**src/rtl/pinmux_pkg.sv**
```systemverilog
package pinmux_pkg;

    typedef enum logic [1:0] {
        GPIO_IN  = 2'b00,
        GPIO_OUT = 2'b01,
        PERIPH0  = 2'b10,
        PERIPH1  = 2'b11
    } pin_mode_e;

    typedef enum logic [1:0] {
        SEL_DATA,
        SEL_DIR,
        SEL_ASG,
        SEL_NONE
    } reg_sel_e;

    function automatic pin_mode_e decode_mode(input logic asg, input logic dir);
        return pin_mode_e'({asg, dir});
    endfunction

endpackage

```
**src/rtl/pinmux_sync.sv**
```systemverilog
module pinmux_sync #(
    parameter int WIDTH = 16
) (
    input  logic             clk,
    input  logic             rst_n,
    input  logic [WIDTH-1:0] d,
    output logic [WIDTH-1:0] q
);
    logic [WIDTH-1:0] stage1;

    always_ff @(posedge clk or negedge rst_n) begin
        if (!rst_n) begin
            stage1 <= '0;
            q      <= '0;
        end else begin
            stage1 <= d;
            q      <= stage1;
        end
    end
endmodule

```
**src/rtl/pinmux_regs.sv**
```systemverilog
module pinmux_regs
    import pinmux_pkg::*;
#(
    parameter int              WIDTH     = 16,
    parameter int              AW        = 12,
    parameter logic [WIDTH-1:0] IMPL_MASK = 16'h0FCF,
    parameter logic [AW-1:0]   ADDR_DATA = 12'h950,
    parameter logic [AW-1:0]   ADDR_DIR  = 12'h952,
    parameter logic [AW-1:0]   ADDR_ASG  = 12'h954
) (
    input  logic             clk,
    input  logic             rst_n,
    input  logic [AW-1:0]    addr,
    input  logic             we,
    input  logic [WIDTH-1:0] wdata,
    input  logic [WIDTH-1:0] pad_sync,
    output logic [WIDTH-1:0] rdata,
    output logic [WIDTH-1:0] dat_q,
    output logic [WIDTH-1:0] dir_q,
    output logic [WIDTH-1:0] asg_q
);
    reg_sel_e         sel;
    logic [WIDTH-1:0] wmasked;
    logic [WIDTH-1:0] data_view;

    always_comb begin
        if (addr == ADDR_DATA)      sel = SEL_DATA;
        else if (addr == ADDR_DIR)  sel = SEL_DIR;
        else if (addr == ADDR_ASG)  sel = SEL_ASG;
        else                        sel = SEL_NONE;
    end

    assign wmasked = wdata & IMPL_MASK;

    always_ff @(posedge clk or negedge rst_n) begin
        if (!rst_n) begin
            dat_q <= '0;
            dir_q <= '0;
            asg_q <= '0;
        end else if (we) begin
            unique case (sel)
                SEL_DATA: dat_q <= wmasked;
                SEL_DIR:  dir_q <= wmasked;
                SEL_ASG:  asg_q <= wmasked;
                SEL_NONE: ;
            endcase
        end
    end

    // Only a GPIO output pin reads its latch; every other mode reads the pad.
    for (genvar i = 0; i < WIDTH; i++) begin : g_view
        assign data_view[i] = (decode_mode(asg_q[i], dir_q[i]) == GPIO_OUT) ? dat_q[i] : pad_sync[i];
    end

    always_comb begin
        unique case (sel)
            SEL_DATA: rdata = data_view & IMPL_MASK;
            SEL_DIR:  rdata = dir_q;
            SEL_ASG:  rdata = asg_q;
            SEL_NONE: rdata = '0;
        endcase
    end

    AST_DIR_WRITE: assert property (@(posedge clk) disable iff (!rst_n)
        (we && addr == ADDR_DIR) |=> (dir_q == ($past(wdata) & IMPL_MASK)));
    AST_ASG_WRITE: assert property (@(posedge clk) disable iff (!rst_n)
        (we && addr == ADDR_ASG) |=> (asg_q == ($past(wdata) & IMPL_MASK)));
    AST_RSVD_READ: assert property (@(posedge clk) disable iff (!rst_n)
        ((rdata & ~IMPL_MASK) == '0));
    AST_STRAY_ADDR: assert property (@(posedge clk) disable iff (!rst_n)
        (we && addr != ADDR_DATA && addr != ADDR_DIR && addr != ADDR_ASG)
        |=> ($stable(dat_q) && $stable(dir_q) && $stable(asg_q)));
endmodule

```
**src/rtl/pinmux_pin.sv**
```systemverilog
module pinmux_pin
    import pinmux_pkg::*;
(
    input  logic asg,
    input  logic dir,
    input  logic dat,
    input  logic pad_sync,
    input  logic f0_out,
    input  logic f0_oe,
    input  logic f1_out,
    input  logic f1_oe,
    output logic pad_out,
    output logic pad_oe,
    output logic f0_in,
    output logic f1_in
);
    pin_mode_e mode;

    assign mode = decode_mode(asg, dir);

    always_comb begin
        pad_out = 1'b0;
        pad_oe  = 1'b0;
        f0_in   = 1'b0;
        f1_in   = 1'b0;
        unique case (mode)
            GPIO_IN: begin
                pad_out = dat;
            end
            GPIO_OUT: begin
                pad_out = dat;
                pad_oe  = 1'b1;
            end
            PERIPH0: begin
                pad_out = f0_out;
                pad_oe  = f0_oe;
                f0_in   = pad_sync;
            end
            PERIPH1: begin
                pad_out = f1_out;
                pad_oe  = f1_oe;
                f1_in   = pad_sync;
            end
        endcase
    end
endmodule

```
**src/rtl/pinmux_port.sv**
```systemverilog
module pinmux_port #(
    parameter int               WIDTH     = 16,
    parameter int               AW        = 12,
    parameter logic [WIDTH-1:0] IMPL_MASK = 16'h0FCF
) (
    input  logic             clk,
    input  logic             rst_n,
    input  logic [AW-1:0]    bus_addr,
    input  logic             bus_we,
    input  logic [WIDTH-1:0] bus_wdata,
    output logic [WIDTH-1:0] bus_rdata,
    input  logic [WIDTH-1:0] pad_in,
    output logic [WIDTH-1:0] pad_out,
    output logic [WIDTH-1:0] pad_oe,
    input  logic [WIDTH-1:0] fn0_out,
    input  logic [WIDTH-1:0] fn0_oe,
    output logic [WIDTH-1:0] fn0_in,
    input  logic [WIDTH-1:0] fn1_out,
    input  logic [WIDTH-1:0] fn1_oe,
    output logic [WIDTH-1:0] fn1_in
);
    logic [WIDTH-1:0] pad_sync;
    logic [WIDTH-1:0] dat_q;
    logic [WIDTH-1:0] dir_q;
    logic [WIDTH-1:0] asg_q;

    pinmux_sync #(.WIDTH(WIDTH)) u_sync (
        .clk   (clk),
        .rst_n (rst_n),
        .d     (pad_in),
        .q     (pad_sync)
    );

    pinmux_regs #(.WIDTH(WIDTH), .AW(AW), .IMPL_MASK(IMPL_MASK)) u_regs (
        .clk      (clk),
        .rst_n    (rst_n),
        .addr     (bus_addr),
        .we       (bus_we),
        .wdata    (bus_wdata),
        .pad_sync (pad_sync),
        .rdata    (bus_rdata),
        .dat_q    (dat_q),
        .dir_q    (dir_q),
        .asg_q    (asg_q)
    );

    for (genvar i = 0; i < WIDTH; i++) begin : g_pin
        if (IMPL_MASK[i]) begin : g_live
            pinmux_pin u_pin (
                .asg      (asg_q[i]),
                .dir      (dir_q[i]),
                .dat      (dat_q[i]),
                .pad_sync (pad_sync[i]),
                .f0_out   (fn0_out[i]),
                .f0_oe    (fn0_oe[i]),
                .f1_out   (fn1_out[i]),
                .f1_oe    (fn1_oe[i]),
                .pad_out  (pad_out[i]),
                .pad_oe   (pad_oe[i]),
                .f0_in    (fn0_in[i]),
                .f1_in    (fn1_in[i])
            );
        end else begin : g_tied
            assign pad_out[i] = 1'b0;
            assign pad_oe[i]  = 1'b0;
            assign fn0_in[i]  = 1'b0;
            assign fn1_in[i]  = 1'b0;
        end
    end

    AST_PAD_RSVD: assert property (@(posedge clk) disable iff (!rst_n)
        (((pad_oe | pad_out | fn0_in | fn1_in) & ~IMPL_MASK) == '0));
    AST_IN_UNDRIVEN: assert property (@(posedge clk) disable iff (!rst_n)
        ((pad_oe & ~asg_q & ~dir_q) == '0));
    AST_OUT_FROM_LATCH: assert property (@(posedge clk) disable iff (!rst_n)
        (((pad_out ^ dat_q) & ~asg_q & IMPL_MASK) == '0));
    AST_FN_EXCLUSIVE: assert property (@(posedge clk) disable iff (!rst_n)
        ((fn0_in & fn1_in) == '0));
    AST_FN1_ONLY_PERIPH: assert property (@(posedge clk) disable iff (!rst_n)
        ((fn1_in & ~(asg_q & dir_q)) == '0));
endmodule

```
**config.mk**
```make
export PLATFORM = sky130hd
export DESIGN_NAME = pinmux_port
export DESIGN_NICKNAME = d
export VERILOG_FILES = /design/src/rtl/pinmux_pkg.sv /design/src/rtl/pinmux_sync.sv /design/src/rtl/pinmux_regs.sv /design/src/rtl/pinmux_pin.sv /design/src/rtl/pinmux_port.sv
export SDC_FILE = /design/constraint.sdc
export NUM_CORES = 1
export LEC_CHECK = 0
export ABC_AREA = 1
export BUFFER_PORTS_ARGS = -buffer_cell sky130_fd_sc_hd__buf_4
export CAP_MARGIN = 5
export CORE_ASPECT_RATIO = 1.2
export CORE_MARGIN = 4
export CORE_UTILIZATION = 48
export DETAILED_ROUTE_END_ITERATION = 12
export GPL_TIMING_DRIVEN = 0
export PLACE_DENSITY = 0.94
export SLEW_MARGIN = 20
export SYNTH_ARGS = -nofsm -noshare
export SYNTH_HDL_FRONTEND = slang
export SYNTH_SLANG_ARGS = --single-unit
```
**constraint.sdc**
```tcl
create_clock -name clk -period 2.1 [get_ports clk]
set_input_delay 0.42 -clock clk [delete_from_list [all_inputs] [get_ports clk]]
set_output_delay 0.42 -clock clk [all_outputs]
set_load 0.01 [all_outputs]
```
# Yosys cells after proc, flatten, opt, wreduce, memory -nomap -nowiden
# Cells that the tools add are included.
[word_totals] register_bits=54 output_inout_bits=80 elab_cells=119
[classes] n_eq_ne=36 n_mux=54 n_reduce_logical=24
[op_table] operator="case mux 16 bit (4 select lines)" count=1
[op_table] operator="case mux 1 bit (3 select lines)" count=20
[op_table] operator="equality test 2 bit (second input constant)" count=22
[op_table] operator="equality test 12 bit (second input constant)" count=3
[op_table] operator="2-to-1 mux 1 bit" count=31
[op_table] operator="equality test 2 x 1 -> 1 bit (second input constant)" count=11
[op_table] operator="logical NOT 2 bit" count=11
[op_table] operator="OR reduction 2 bit" count=10
[op_table] operator="AND reduction 2 bit" count=3
[op_table] operator="2-to-1 mux 2 bit" count=2

# Longest topological paths before layout
# Gate-level depths: netlist of the first run.
[depth] ltp_word=6 ltp_mapped=9 ltp_nobuf=9

# Hierarchy
# Synthesis of the first run repeated with hierarchy kept, for this count alone.
[hier_totals] hier_cells=480 hier_area_um2=3533.4
[by_module_without_submodules] mod="pinmux_regs" instances=1 cells_per_inst=273 area_each_um2=1910.6 seq_area_each_um2=750.7
[by_module_without_submodules] mod="pinmux_sync" instances=1 cells_per_inst=32 area_each_um2=800.8 seq_area_each_um2=800.8
[by_module_without_submodules] mod="pinmux_pin" instances=10 cells_per_inst=15 area_each_um2=63.8 seq_area_each_um2=0.0
[by_module_without_submodules] mod="pinmux_port" instances=1 cells_per_inst=25 area_each_um2=183.9 seq_area_each_um2=0.0

# Least setup slack after synthesis of the first run
# No wires, ideal clock.
[synth_path] path_kind="input to output" start="in bus_addr[1]" end="out bus_rdata[0]" t_arrival_ps=1251 required_time_ps=1680 slack_ps=429 stages=7 path_buffers=1 path_cell_list="or2_1 -> nor2_4 -> nand2_2 -> buf_2 -> nand3_1 -> nand2_1 -> inv_1"
[synth_via] elab_chain_cells=6 elab_cells_between_ends=11 classes_between="eq/ne (6); mux (4); reduce/logical (1)"
[synth_lines] item="from (decl)" line="pinmux_port.sv:8" rtl="input logic [AW-1:0] bus_addr,"
[synth_lines] item="equality test 12 bit" line="pinmux_regs.sv:29" rtl="else if (addr == ADDR_ASG) sel = SEL_ASG;"
[synth_lines] item="2-to-1 mux 1 bit" line="pinmux_regs.sv:29"
[synth_lines] item="2-to-1 mux 2 bit" line="pinmux_regs.sv:28" rtl="else if (addr == ADDR_DIR) sel = SEL_DIR;"
[synth_lines] item="2-to-1 mux 2 bit *" line="pinmux_regs.sv:27" rtl="if (addr == ADDR_DATA) sel = SEL_DATA;"
[synth_lines] item="equality test 2 bit (tied with other cells)" line="pinmux_regs.sv:56" rtl="unique case (sel)"
[synth_lines] item="case mux 16 bit (4 select lines) *" line="pinmux_regs.sv:56"
[synth_lines] item="to (decl)" line="pinmux_port.sv:11" rtl="output logic [WIDTH-1:0] bus_rdata,"
# Every way passes the cells marked *; elsewhere a longest branch is shown, timed or not. The select of a mux whose other input is x is not followed.

# Worst setup path in the final report of the first run
[layout_path] start="in bus_addr[1]" end="out bus_rdata[3]"
# The elaborated chain is that of the path after synthesis.

==> results.cfg, run 1 <==
[clock_tree]
htreeDepth = 2
cts_sinks = 50
cts_made_buffers = 5
cts_tree = built
clockRootBuffer = clkbuf_8
clockBufferDepth = 2
path_clk_slew_ps = 90
clock_latency_ps = 300

[yosys]
syn_area_um2 = 3321
synth-seq-area-share_pct = 37.68
synth_top_area_share_pct = 37.68
ys.warnings.count = 0
synthFlopType = dfrtp_1
synth-async-reset-ratio_pct = 100.0
yosys.cell_types.count = 22
yosys_register_bits = 50
postSynthAreaPerCell_um2 = 7.634
synth_edf_count = 0
synth_area_leader_cell = dfrtp_1
synthCells = 435
synth_area_leaders = dfrtp_1, buf_4, nand3_1

[pwr]
power_switching_mw = 0.4996
vdd_drop_max_v = 0.0004119
cellPowerDensity_nw_per_um2 = 448.3
intPower_mw = 1.563
power_frac_seq_pct = 48.3
swShare_pct = 24.23
clockPowerShare_pct = 33.3
leakage_nw = 2.551
comb_power_share_pct = 18.3

[finish]
final_cell_mix = buf_4, inv_1, nand3_1
fin_nets = 706
layout-drive-gt1-share_pct = 39.93
syn_to_final_growth_pct = 38.55
diodes = 0
instances_no_fill = 681
final_common_cell = buf_4

[drt]
vias = 3330
ant_nets = 0
routed_wl_mm = 9.205
vias_per_cell = 4.890
route.detailed.drc = 0
first_pass_iters = 4
wl_per_cell_um = 13.52
drt_iter0_markers = 175

[timing]
max_slew_margin_pct = 58.29
holdWs_ps = 118.4
max_freq_ghz = 0.4904
period_share_pct = 97.11
setup_ws_ps = 60.75
fin_crit_ps = 2039
fin_skew_ps = 4.341
finalHoldViolCount = 0
final_max_slew_viol_count = 0
tightestPinTransition_ps = 625.7
setup_viol = 0

[floorplanning]
initial_utilization_pct = 50.57
dieArea_um2 = 8319
ios = 191
core_um2 = 6566
dieWidth_um = 83.93
row_count = 32
die_h_um = 99.12

[critical_path]
critical_path_class = input port to output pin
critPathSlowestCell = or2_1
crit_fanout = 10
ff2ff_setup_slack_ps = 1240
crit_top_cell = buf_4
r2r-start = u_regs.dir_q[3]$_DFFE_PN0P_
start_kind = input port
max_stage_delay_ps = 260
arrival_ps = 1620
critPathRequiredTime_ps = 1680
crit_chain = buf_4, or2_1, nor2_4, nand2_2, clkbuf_4, nand3_1, nand2_1, inv_1, buf_4
cp-end-kind = output pin
worst-r2r-cell-count = 3
regToRegEndpoint = u_regs.dir_q[3]$_DFFE_PN0P_

[placement]
dp.cells = 673
pre_cts_ws_ps = 19.47
gp_congestion = 0.8095
numPortBuffers = 124
hpwl_mm = 6.965

[grt]
overflow = 0
grt_max_degree = 51
grt_pass1_vias = 3157
grt_antenna_before_repair = 0
grt_pass1_wl_mm = 14.73
grtUsageTotal_pct = 21.87

[flow_run]
maxCapViolCount = 0

[hold_path]
hp-class = input port to asynchronous set/reset pin

[run_status]
status = completed
-- cells by family after synthesis --
kind of cell	after synthesis	share of synthesized area, %
other cells	1	0.1129
compound gates	67	12.89
flops	50	37.68
buf+inv	151	26.04
simple gates	166	23.29
-- flip-flops by register name, summed over array words and instances, names as in the netlist --
signal / flops
u_sync.q: 10
u_regs.asg_q: 10
u_regs.dir_q: 10
u_sync.stage1: 10
u_regs.dat_q: 10
-- through the flow --
stage | power (mW) | cell area, um^2 | TNS, ps | utilization [%]
CTS | 2.074 | 4581 | 0 | 69.76
detailed placement | 1.392 | 4467 | 0 | 68.03
floorplan | 1.199 | 3430 | 0 | -
global placement | 1.383 | 4467 | 0 | 68.03
finish | 2.062 | 4601 | 0 | 70.06
global route | 2.159 | 4601 | -32.46 | 70.06
-- layer usage --
metal / vias to the layer above / routed length (um) / part of all wire [%] / GRT usage (%)
met5: - / 0 / 0 / 0
met4: 0 / 208 / 2.3 / 6.683
met3: 20 / 900 / 9.8 / 5.468
met2: 182 / 4669 / 51 / 38.27
met1: 1509 / 3427 / 37 / 26.55
li1: 1619 / - / - / -
-- final cells by class --
| type | count | area [um^2] |
|---|---|---|
| buffer | 83 | 619.3 |
| clock buffer | 5 | 68.82 |
| clock inverter | 3 | 45.04 |
| fill | 536 | 1966 |
| inverter | 68 | 257.7 |
| multi-input combinational | 263 | 1321 |
| sequential | 50 | 1251 |
| tap | 85 | 106.4 |
| timing repair buffer | 124 | 930.9 |
-- how the worst max path moves through the flow --
stage,start,end,slack [ps],depth (start not counted)
after floorplan,bus_addr[1],bus_rdata[0],430,7
after CTS,bus_addr[10],bus_rdata[1],10,9
final,bus_addr[1],bus_rdata[3],60,9
after detailed placement,bus_addr[10],bus_rdata[1],20,9
after global routing,bus_addr[5],bus_rdata[3],-10,10
after global placement,bus_addr[10],bus_rdata[0],20,9
-- power groups by stage --
stage	Combinational (mW)	Sequential [mW]	Clock, mW
5_1_grt	0.416	1.00	0.744
6_report	0.378	0.997	0.687
2_1_floorplan	0.186	1.01	0
4_1_cts	0.378	0.997	0.699
3_5_place_dp	0.376	1.02	0
3_3_place_gp	0.369	1.01	0
-- worst max-delay path, delay by kind of cell --
| kind | cells | cell delay, ps |
|---|---|---|
| and+or+nand+nor | 5 | 690 |
| buffers and inverters | 4 | 510 |
-- cell usage after synthesis (3+ instances only) --
cell      instances
buf_4            70
buf_2             4
o21ai_0          17
inv_1            67
clkbuf_1          5
o211ai_1          7
o21ai_2          20
buf_6             4
nand3_1          61
nor3_1           28
nor2_1            7
nand3b_1          3
nand2_1          60
dfrtp_1          50
o21ai_1          10
a21oi_1          13
-- repair_timing --
| item | in CTS | in global routing |
|---|---|---|
| buffers inserted | 0 | 0 |
| hold buffers | 0 | 0 |
| gates resized for setup | 0 | 8 |
| setup endpoints to repair | 0 | 10 |
| hold endpoints to repair | 0 | 0 |
(Power assumes the default switching activity.)
==> run 2: changes to the inputs <==
==> constraint.sdc (replaced) <==
create_clock -name clk -period 2.1 [get_ports clk]
set_input_delay 0.63 -clock clk [delete_from_list [all_inputs] [get_ports clk]]
set_output_delay 0.63 -clock clk [all_outputs]
set_load 0.01 [all_outputs]
==> run 2 against run 1 <==
Effect of this change:
- setup slack got worse by 370 ps
- the flow now finishes with violations (negative setup slack)
- fmax down 15%
- critical path type unchanged
- first-iteration DRC count up 6.3%
- count of clock-buffer cells in the layout unchanged
- largest cell class unchanged
- final cell count is 1.0% higher
- combinational power is 6.9% higher
- critical endpoint is now bus_rdata[2]
==> results.cfg, run 2 (synthesized netlist as in run 1, its figures left out) <==
[drt]
vias = 3440
wl_per_cell_um = 15.14
ant_nets = 0
drt_iter0_markers = 186
route.detailed.drc = 0
routed_wl_mm = 10.42
first_pass_iters = 4
vias_per_cell = 5.000

[clock_tree]
cts_tree = built
cts_made_buffers = 5
path_clk_slew_ps = 100
clockBufferDepth = 2
cts_sinks = 50
clockRootBuffer = clkbuf_8
clock_latency_ps = 310
htreeDepth = 2

[finish]
syn_to_final_growth_pct = 50.30
final_util_pct = 76.01
final_cell_mix = buf_4, inv_1, nand2_1
final_common_cell = buf_4
fin_nets = 713
layout-drive-gt1-share_pct = 49.25
diodes = 0

[grt]
grt_pass1_wl_mm = 15.59
grtUsageTotal_pct = 23.10
grt_antenna_before_repair = 0
grt_max_degree = 51
grt_pass1_vias = 3308
overflow = 0

[pwr]
leakage_nw = 2.713
vdd_drop_max_v = 0.0003998
finalPower_mw = 2.090
cellPowerDensity_nw_per_um2 = 418.8

[critical_path]
crit_chain = buf_6, nor2_4, nand2_4, buf_12, nor2_4, clkbuf_16, nand3_4, nand3_2, nand2_1, inv_1, buf_6
critPathBufInv = 5
critical_path_class = input port to output pin
endpoint = bus_rdata[2]
ff2ff_setup_slack_ps = 1230
start_kind = input port
crit_family = buffers and inverters
arrival_ps = 1780
cp-end-kind = output pin
regToRegEndpoint = u_regs.asg_q[10]$_DFFE_PN0P_
crit_fanout = 5
critPathSlowestCell = clkbuf_16
worst-r2r-cell-count = 2
cp.depth = 11
max_stage_delay_ps = 200
startpoint = bus_addr[9]
critPathRequiredTime_ps = 1470
r2r-start = u_regs.asg_q[10]$_DFFE_PN0P_

[timing]
final_max_slew_viol_count = 0
max_freq_ghz = 0.4146
tightestPinTransition_ps = 624.6
setup_viol = 10
fin_skew_ps = 8.368
period_share_pct = 114.9
finalHoldViolCount = 0
max_slew_margin_pct = 58.36
holdWs_ps = 327.2
setup_ws_ps = -311.9
rsz0062_at_grt = true
fin_crit_ps = 2412

[run_status]
violations = negative setup slack
status = finished with violations

[placement]
hpwl_mm = 6.965
gp_congestion = 0.8095
numPortBuffers = 124

[floorplanning]
dieArea_um2 = 8319
die_h_um = 99.12
dieWidth_um = 83.93
core_um2 = 6566
ios = 191
initial_utilization_pct = 50.57
row_count = 32

[hold_path]
hp-class = input port to asynchronous set/reset pin

[flow_run]
maxCapViolCount = 0
run 2: area by class of cell:
class | count | area (um^2)
well taps | 85 | 106.4
clock inverters | 3 | 45.04
flip-flops and latches | 50 | 1267
plain buffers | 80 | 626.9
fillers | 472 | 1575
multi-input cells | 263 | 1500
repair buffers | 134 | 1114
inverters | 68 | 262.8
clock buffers | 5 | 68.82
run 2: per-stage QoR:
step | instance area [um^2] | cells | setup TNS (ps) | worst slack, ps
finish | 4991 | 688 | -2626 | -311.9
global route | 4991 | 688 | -3224 | -366.2
CTS | 4791 | 684 | -2185 | -233.3
detailed placement | 4467 | 673 | -3755 | -400.5
global placement | 4467 | 673 | -3932 | -402.0
floorplan | 3430 | 464 | 0 | 9.337
run 2: repair_timing:
action                                  CTS  global route
cloned                                    1             2
hold buffers                              0             0
pin swaps                                 5            13
buffers inserted                          4             3
endpoints found under the setup margin   14            25
gates resized for setup                  40            51
run 2: how the worst min path moves through the flow:
stage                                            from                     endpoint  slack [ps]  cells past startpoint
after floorplan                                 rst_n  u_regs.asg_q[0]$_DFFE_PN0P_         330                      0
after global placement    u_sync.stage1[11]$_DFF_PN0_       u_sync.q[11]$_DFF_PN0_         330                      0
after detailed placement   u_sync.stage1[6]$_DFF_PN0_        u_sync.q[6]$_DFF_PN0_         330                      0
after CTS                                       rst_n        u_sync.q[3]$_DFF_PN0_         360                      1
after global routing       u_sync.stage1[9]$_DFF_PN0_        u_sync.q[9]$_DFF_PN0_         360                      0
final                                           rst_n        u_sync.q[9]$_DFF_PN0_         330                      1
run 2: metal layers:
layer  global-route usage, %  up-vias  part of all wire (%)
met1                   27.56     1591                    36
met4                   7.797        0                   3.3
met5                       0        -                     0
met3                   5.468       36                   8.7
li1                        -     1633                     -
met2                   40.85      180                    52
run 2: power breakdown:
part / internal (mW) / switching, mW
Clock: 0.355 / 0.334
Sequential: 0.985 / 0.0126
Combinational: 0.234 / 0.170
Total: 1.57 / 0.517
run 2: worst register-to-register path: stages, from the launching register on:
cell and delay [ps]:
dfrtp_2 470, inv_1 200, o21ai_2 90
==> run 3: changes to the inputs <==
SETUP_SLACK_MARGIN = 0.05   (was unset)
==> run 3 against run 2 <==
Effect of this change:
- the run still ends with negative setup slack left
- register-to-register slack improved by 70 ps
- flip-flop and latch count unchanged
- global-route usage decreased by 1.7 points
- hold slack improved by 5.9 ps
- sequential power about the same
- core utilization decreased by 1.3 points
- final cell count increased by 0.73%
- largest power group unchanged
==> results.cfg, run 3 (synthesized netlist as in run 1, its figures left out) <==
[run_status]
status = finished with violations
violations = negative setup slack

[critical_path]
critPathBufInv = 4
critical_path_class = input port to output pin
critPathSlowestCell = clkbuf_16
critPathRequiredTime_ps = 1470
arrival_ps = 1740
crit_chain = buf_4, nor2_2, nand2_2, nor2_4, nand2_4, clkbuf_16, nand3_2, nand2_1, inv_2, buf_6
crit_fanout = 5
start_kind = input port
cp-end-kind = output pin
max_stage_delay_ps = 190
crit_family = simple AND/OR/NAND/NOR gates
ff2ff_setup_slack_ps = 1300

[finish]
layout-drive-gt1-share_pct = 48.19
final_cell_mix = buf_4, inv_1, nand3_1
final_common_cell = buf_4
diodes = 0
instances_no_fill = 693
syn_to_final_growth_pct = 47.66
fin_nets = 718
fin_area_um2 = 4903

[timing]
setup_viol = 10
setup_ws_ps = -270.8
fin_crit_ps = 2371
final_max_slew_viol_count = 0
period_share_pct = 112.9
holdWs_ps = 333.1
rsz0062_at_grt = true
fin_skew_ps = 4.619
max_slew_margin_pct = 58.41
max_freq_ghz = 0.4218
finalHoldViolCount = 0
tightestPinTransition_ps = 623.9

[placement]
gp_congestion = 0.8429
place_area_um2 = 4489
hpwl_mm = 6.921
dp.cells = 673
numPortBuffers = 124

[floorplanning]
dieArea_um2 = 8319
initial_utilization_pct = 50.57
core_um2 = 6566
ios = 191
dieWidth_um = 83.93
die_h_um = 99.12
row_count = 32

[grt]
grt_pass1_wl_mm = 14.50
grt_max_degree = 51
grt_antenna_before_repair = 0
overflow = 0
grtUsageTotal_pct = 21.38
grt_pass1_vias = 3271

[drt]
wl_per_cell_um = 14.02
first_pass_iters = 6
vias_per_cell = 4.873
drt_iter0_markers = 160
vias = 3377
route.detailed.drc = 0
ant_nets = 0
routed_wl_mm = 9.714

[clock_tree]
clockRootBuffer = clkbuf_8
cts_sinks = 50
clock_latency_ps = 290
cts_tree = built
htreeDepth = 2
path_clk_slew_ps = 90
cts_made_buffers = 5
clockBufferDepth = 2

[pwr]
swShare_pct = 21.92
finalPower_mw = 2.206
power_frac_seq_pct = 45.2
power_switching_mw = 0.4836
clockPowerShare_pct = 37.1
comb_power_share_pct = 17.7
cellPowerDensity_nw_per_um2 = 449.9
vdd_drop_max_v = 0.0004756
intPower_mw = 1.722
leakage_nw = 2.677

[flow_run]
maxCapViolCount = 0

[hold_path]
hp-class = input port to asynchronous set/reset pin
==> run 3: changes by cell type in the layout (fill, tap and decap cells not counted), sizes merged <==
cell      before  now
buf          210  216
clkinvlp       2    0
bufinv         1    2
==> run 3: final cells by class <==
cell class / count / area (um^2)
Buffer: 80 / 634.4
Inverter: 68 / 262.8
Clock inverter: 2 / 60.06
Timing Repair Buffer: 139 / 1107
Clock buffer: 6 / 82.58
Tap cell: 85 / 106.4
Fill cell: 501 / 1663
Multi-Input combinational cell: 263 / 1379
Sequential cell: 50 / 1271
==> run 3: repair_timing <==
action,in CTS,in global routing
cloned,0,1
hold buffers,0,0
pin swaps,2,1
endpoints found under the setup margin,18,34
gates resized for setup,15,38
setup buffers,2,12
==> run 3: metrics by stage <==
step	TNS, ps	utilization (%)	setup WS, ps
after CTS	-2205	71.55	-233.8
after global placement	-3652	68.37	-374.8
final	-2515	74.68	-270.8
after global routing	-3059	74.68	-325.1
after floorplan	0	-	64.35
after detailed placement	-4084	68.37	-437.0
==> run 3: path summary, 6_finish.rpt <==
| path | startpoint | end | cells past startpoint |
|---|---|---|---|
| setup / recovery | bus_addr[10] | bus_rdata[8] | 10 |
| hold / removal | rst_n | u_sync.q[2]$_DFF_PN0_ | 1 |
| setup reg to reg | u_regs.asg_q[8]$_DFFE_PN0P_ | u_regs.asg_q[8]$_DFFE_PN0P_ | 2 |
| hold reg to reg | u_sync.stage1[6]$_DFF_PN0_ | u_sync.q[6]$_DFF_PN0_ | 0 |
| max in group asynchronous | rst_n | u_regs.asg_q[11]$_DFFE_PN0P_ | 1 |
| min in group clk | u_sync.stage1[6]$_DFF_PN0_ | u_sync.q[6]$_DFF_PN0_ | 0 |
==> run 3: worst reg2reg max path: stages, from the launching register on <==
cell and delay [ps]:
dfrtp_2 450, inv_1 160, o21ai_2 80
==> run 3: power by group through the flow <==
| stage | clock [mW] | combinational [mW] | sequential (mW) |
|---|---|---|---|
| after detailed placement | 0 | 0.376 | 1.02 |
| after global routing | 0.872 | 0.425 | 1.00 |
| final | 0.818 | 0.391 | 0.997 |
| after CTS | 0.833 | 0.380 | 0.998 |
| after floorplan | 0 | 0.187 | 1.01 |
| after global placement | 0 | 0.367 | 1.01 |
==> run 3: layer usage <==
| layer | up-vias | track usage, % | share of wire (%) |
|---|---|---|---|
| met5 | - | 0 | 0 |
| met4 | 0 | 5.693 | 2.9 |
| met3 | 25 | 6.048 | 9.4 |
| met2 | 168 | 40.36 | 53 |
| met1 | 1542 | 23.35 | 35 |
| li1 | 1642 | - | - |
